$ cat config.mk
export PLATFORM = sky130hd
export DESIGN_NAME = alu16_core
export DESIGN_NICKNAME = d
export VERILOG_FILES = /design/src/rtl/alu16_pkg.sv /design/src/rtl/alu16_addsub.sv /design/src/rtl/alu16_shlog.sv /design/src/rtl/alu16_flagreg.sv /design/src/rtl/alu16_core.sv
export SDC_FILE = /design/constraint.sdc
export NUM_CORES = 1
export LEC_CHECK = 0
export BUFFER_PORTS_ARGS = -buffer_cell sky130_fd_sc_hd__buf_2
export CORE_MARGIN = 3
export CORE_UTILIZATION = 40
export DETAILED_ROUTE_END_ITERATION = 7
export SYNTH_ARGS = -nofsm -noshare
export SYNTH_HDL_FRONTEND = slang
export SYNTH_SLANG_ARGS = --single-unit
$ cat constraint.sdc
create_clock -name clk -period 7.2 [get_ports clk]
set_input_delay 0.72 -clock clk [delete_from_list [all_inputs] [get_ports clk]]
set_output_delay 0.72 -clock clk [all_outputs]
set_load 0.02 [all_outputs]
$ cat src/rtl/alu16_pkg.sv
package alu16_pkg;

    localparam int unsigned DATA_W = 16;
    localparam int unsigned OP_W   = 4;

    typedef enum logic [OP_W-1:0] {
        OP_ADD = 4'd0,
        OP_ADC = 4'd1,
        OP_SUB = 4'd2,
        OP_CMP = 4'd3,
        OP_AND = 4'd4,
        OP_OR  = 4'd5,
        OP_XOR = 4'd6,
        OP_ASL = 4'd7,
        OP_ASR = 4'd8,
        OP_LSR = 4'd9,
        OP_MOV = 4'd10
    } alu_op_e;

    // Condition flags, most significant first: N Z V C
    typedef struct packed {
        logic n;
        logic z;
        logic v;
        logic c;
    } ccr_t;

    function automatic logic writes_flags(alu_op_e op);
        return (op <= OP_LSR);
    endfunction

    function automatic logic uses_diff(alu_op_e op);
        return (op == OP_SUB) || (op == OP_CMP);
    endfunction

endpackage

$ cat src/rtl/alu16_addsub.sv
module alu16_addsub
    import alu16_pkg::*;
#(
    parameter int unsigned W = DATA_W
) (
    input  logic [W-1:0] a,
    input  logic [W-1:0] b,
    input  logic         sub,
    input  logic         cin,
    output logic [W-1:0] sum,
    output logic         c_out,
    output logic         v_out
);
    localparam int unsigned MSB = W - 1;

    logic [W-1:0] b_eff;
    logic [W:0]   wide;
    logic         inject;

    always_comb begin
        b_eff  = sub ? ~b : b;
        inject = sub ? 1'b1 : cin;
        wide   = {1'b0, a} + {1'b0, b_eff} + {{W{1'b0}}, inject};
        sum    = wide[W-1:0];
        // Carry for addition, borrow (inverted carry) for subtraction
        c_out  = sub ? ~wide[W] : wide[W];
        v_out  = (a[MSB] == b_eff[MSB]) && (sum[MSB] != a[MSB]);
    end
endmodule

$ cat src/rtl/alu16_shlog.sv
module alu16_shlog
    import alu16_pkg::*;
#(
    parameter int unsigned W = DATA_W
) (
    input  logic [W-1:0] a,
    input  logic [W-1:0] b,
    input  alu_op_e      op,
    output logic [W-1:0] res,
    output logic         out_bit
);
    localparam int unsigned MSB = W - 1;

    always_comb begin
        res     = '0;
        out_bit = 1'b0;
        unique case (op)
            OP_AND: res = a & b;
            OP_OR:  res = a | b;
            OP_XOR: res = a ^ b;
            OP_ASL: begin
                res     = {a[MSB-1:0], 1'b0};
                out_bit = a[MSB];
            end
            OP_ASR: begin
                res     = {a[MSB], a[MSB:1]};
                out_bit = a[0];
            end
            OP_LSR: begin
                res     = {1'b0, a[MSB:1]};
                out_bit = a[0];
            end
            default: ;
        endcase
    end
endmodule

$ cat src/rtl/alu16_flagreg.sv
module alu16_flagreg
    import alu16_pkg::*;
(
    input  logic clk,
    input  logic rst,
    input  logic load,
    input  ccr_t d,
    output ccr_t q
);
    always_ff @(posedge clk) begin
        if (rst)
            q <= '0;
        else if (load)
            q <= d;
    end


    hold_when_idle_chk: assert property (@(posedge clk) disable iff (rst)
        !load |=> $stable(q));
endmodule

$ cat src/rtl/alu16_core.sv
module alu16_core
    import alu16_pkg::*;
#(
    parameter int unsigned W = DATA_W
) (
    input  logic         clk,
    input  logic         rst,
    input  logic [W-1:0] opa,
    input  logic [W-1:0] opb,
    input  logic [3:0]   op_sel,
    input  logic         carry_in,
    input  logic         flag_en,
    output logic [W-1:0] result,
    output logic [3:0]   flags_next,
    output logic [3:0]   flags
);
    localparam int unsigned MSB = W - 1;

    alu_op_e      op;
    logic [W-1:0] as_sum;
    logic         as_c;
    logic         as_v;
    logic [W-1:0] sl_res;
    logic         sl_out;
    ccr_t         cur;
    ccr_t         nxt;
    logic         load;

    assign op = alu_op_e'(op_sel);

    alu16_addsub #(.W(W)) u_addsub (
        .a    (opa),
        .b    (opb),
        .sub  (uses_diff(op)),
        .cin  ((op == OP_ADC) ? carry_in : 1'b0),
        .sum  (as_sum),
        .c_out(as_c),
        .v_out(as_v)
    );

    alu16_shlog #(.W(W)) u_shlog (
        .a      (opa),
        .b      (opb),
        .op     (op),
        .res    (sl_res),
        .out_bit(sl_out)
    );

    always_comb begin
        result = '0;
        nxt    = cur;
        unique case (op)
            OP_ADD, OP_ADC, OP_SUB, OP_CMP: begin
                result = (op == OP_CMP) ? opa : as_sum;
                nxt.n  = as_sum[MSB];
                nxt.z  = (as_sum == '0);
                nxt.v  = as_v;
                nxt.c  = as_c;
            end
            OP_AND, OP_OR, OP_XOR: begin
                result = sl_res;
                nxt.n  = sl_res[MSB];
                nxt.z  = (sl_res == '0);
                nxt.v  = 1'b0;
            end
            OP_ASL, OP_ASR, OP_LSR: begin
                result = sl_res;
                nxt.n  = sl_res[MSB];
                nxt.z  = (sl_res == '0);
                nxt.c  = sl_out;
                nxt.v  = (op == OP_ASL) ? (sl_res[MSB] ^ sl_out) : 1'b0;
            end
            OP_MOV: result = opb;
            default: ;
        endcase
    end

    assign load       = flag_en && writes_flags(op);
    assign flags_next = nxt;
    assign flags      = cur;

    alu16_flagreg u_flagreg (
        .clk (clk),
        .rst (rst),
        .load(load),
        .d   (nxt),
        .q   (cur)
    );


    add_sum_chk: assert property (@(posedge clk) disable iff (rst)
        (op_sel == 4'd0) |-> ({flags_next[0], result} == ({1'b0, opa} + {1'b0, opb})));


    zero_flag_chk: assert property (@(posedge clk) disable iff (rst)
        (op_sel <= 4'd9 && op_sel != 4'd3) |-> (flags_next[2] == (result == '0)));


    cmp_passes_a_chk: assert property (@(posedge clk) disable iff (rst)
        (op_sel == 4'd3) |-> (result == opa && flags_next[0] == (opa < opb)));


    asl_overflow_chk: assert property (@(posedge clk) disable iff (rst)
        (op_sel == 4'd7) |-> (flags_next[1] == (flags_next[3] ^ flags_next[0])));


    mov_keeps_flags_chk: assert property (@(posedge clk) disable iff (rst)
        (op_sel == 4'd10) |=> $stable(flags));


    en_low_keeps_chk: assert property (@(posedge clk) disable iff (rst)
        !flag_en |=> $stable(flags));
endmodule

==> out/results.ini <==
[route]
wl_per_cell_um = 17.8
met3_wirelength_um = 746
dr_wl_met2_um = 4640
via_count = 3254
top_layer = met4
wl_met1_um = 4250
via_per_inst = 5.93
first_pass_iters = 6
drt_iter0_drc = 272
wl_um = 9760
drc = 0
antenna_left = 0

[power_and_ir_drop]
post-layout-total-power_w = 0.000377
combPwrFrac_pct = 80.4
p_clk_share_pct = 12.9
power.switching_w = 0.000200
vdd_drop_max_v = 0.0000424
p_leak_nw = 1.60
power_report.internal_total_w = 0.000177
p_per_area_nw_per_um2 = 114
swShare_pct = 53.1
seqPwrFrac_pct = 6.7

[timing]
worstMarginPinSlew_ns = 0.978
rsz0062_at_grt = no
fmax_ghz = 0.174
hold_viol = 0
period_needed_ns = 5.74
fin_crit_sh_pct = 79.7
finalSetupTns_ns = 0
skew_ns = 0
timing.hold.ws_ns = 0.510
maxSlewViolCount = 0
slew_headroom_pct = 34.7
setup_viol_count_final = 0

[clocking]
clk_pin_slew_ns = 0.03
numCtsBuffers = 3
root_buffer = clkbuf_8
cts_tree = built
cts_buffer_depth = 2
h-tree-depth = 1
worstSkewPairLatency_ns = 0.22
clkSinkCount = 4
postCtsSetupBuffers = 0
ctsResizeCount = 0
cts_hold_buffers = 0

[finish]
design_area_um2 = 3300
finalNetCount = 544
largest_reg_flops = 4
area_growth_pct = 15.0
drive_gt1_share_pct = 19.4
regMostFlops = u_flagreg.q
mostFrequentLayoutCell = buf_2
final_cell_mix = buf_2, ha_1, inv_1, nand2_1, nor2_1
layout.cells.non_filler = 549
largestRegisters = u_flagreg.q: 4 flops
nFillCells = 705
diodes = 0

[floorplanning]
fp.dieArea_um2 = 8220
start_util_pct = 41.8
die_h_um = 90.7
rows = 30
io_pins = 64
die_x_um = 90.7
core-area_um2 = 6870

[setup_path]
r2r-end = u_flagreg.q[2]
crit_buf_inv = 3
cp_cell_sequence = buf_2, inv_2, nor2_2, xnor2_1, fa_1, fa_1, a211oi_2, nor2_1, xor2_1, or4_1, or3_1, a2111oi_2, nand4b_1, nand2_1, buf_2
reg2reg_from = u_flagreg.q[2]
cp.required_ns = 6.48
crit_type = in2out
cpPeakStageDelay_ns = 0.54
reg2reg_slack_ns = 6.45
crit_fanout = 26
worstSetupStartpointType = primary input
path_delay_family = simple AND/OR/NAND/NOR gates
crit_arrival_ns = 5.02
end_kind = primary output
crit_slowest_cell = or4_1
reg2reg_depth = 2

[yosys]
synth.distinct_cells = 66
yosys.area_share.simple_pct = 19.5
synth.net_count = 492
ys.flop_type = dfxtp_1
synth_fa_ha_area_share_pct = 21.9
netlist.area_leader.share_pct = 20.5
yosysSeqAreaShare_pct = 2.79
syn_avg_cell_area_um2 = 7.12
syn_inst = 403
async_flop_share_pct = 0
ys_ff_latch = 4
synth_xor_area_share_pct = 8.85
synth.mux.area_fraction_pct = 8.77
synth_compound_area_share_pct = 30.0
synth_edf_count = 0
synth_top_family_by_area = compound AO/OA/AOI/OAI gates
synth_area_um2 = 2870
yosysTopAreaCell = ha_1
yosys_warnings = 0
synth.area.top_cells = ha_1, xnor2_1, inv_1, mux2i_1, nand2_1

[global_route]
grt-ovfl-total = 0
grt_pass1_vias = 3142
grt_pass1_wl_um = 15900
grt_max_degree = 32
track_usage_pct = 23.0
antenna_found_initial = 0

[worst_hold_path]
holdPathStages = 2
min_delay_worst_endpoint = u_flagreg.q[1]
min_path_type = reg2reg
min_from = u_flagreg.q[1]

[flow_run]
max-cap-violations = 0

[placed_design]
place.port_buffers = 63
dp_cells = 546
dpl_cell_area_um2 = 3260
place_hpwl_um = 7520
globalplace.congestion = 0.891

[outcome]
outcome = completed

[per-layer routing]
metal  track usage (%)  up-vias
met5                 0        -
met4              4.72        0
met3              2.25       16
met2              39.6      151
li1                  -     1567
met1              31.0     1520
[worst reg2reg max path: stages, from the launching register on]
cell and delay (ns):
dfxtp_1 0.36, nor2_1 0.07, a311oi_2 0.24
[synth_stat cells, types with 7 or more instances]
cell,n
a21oi_1,27
clkbuf_1,11
ha_1,47
inv_1,41
mux2i_1,15
nand2_1,39
nor2_1,34
o211ai_1,9
o21ai_0,19
o21ai_1,14
xnor2_1,22
xor2_1,7
[per-stage QoR]
step	utilization [%]	setup slack [ns]
floorplan	-	1.63
global placement	47.4	1.62
detailed placement	47.4	1.51
CTS	48.0	1.51
global route	48.0	1.22
finish	48.0	1.46
[cell type report]
cell class,count,area (um^2),area share [%]
multi-input cells,337,2560,77.6
repair buffers,66,338,10.2
inverters,43,161,4.89
well taps,96,120,3.64
flip-flops and latches,4,80.1,2.43
clock buffers,3,41.3,1.25
[power groups by stage]
stage                clock, W  sequential (W)  combinational (W)
floorplan                   0       0.0000274           0.000209
global placement            0       0.0000255           0.000295
finish              0.0000486       0.0000253           0.000303
global route        0.0000495       0.0000255           0.000332
CTS                 0.0000491       0.0000252           0.000298
detailed placement          0       0.0000255           0.000297
[cells by family after synthesis]
family          count (synthesis)
buf+inv                        62
flops                           4
mux                            20
simple gates                  114
xor+xnor                       29
compound gates                125
fa+ha+maj                      49
[how the worst max path moves through the flow]
stage	startpoint	endpoint	slack, ns	cells after the start
2_1_floorplan	op_sel[1]	flags_next[2]	1.63	15
3_3_place_gp	op_sel[1]	flags_next[2]	1.62	15
3_5_place_dp	op_sel[1]	flags_next[2]	1.51	15
4_1_cts	op_sel[1]	flags_next[2]	1.51	15
5_1_grt	op_sel[1]	flags_next[2]	1.22	15
6_report	op_sel[1]	flags_next[2]	1.46	15
(Power assumes the default switching activity.)
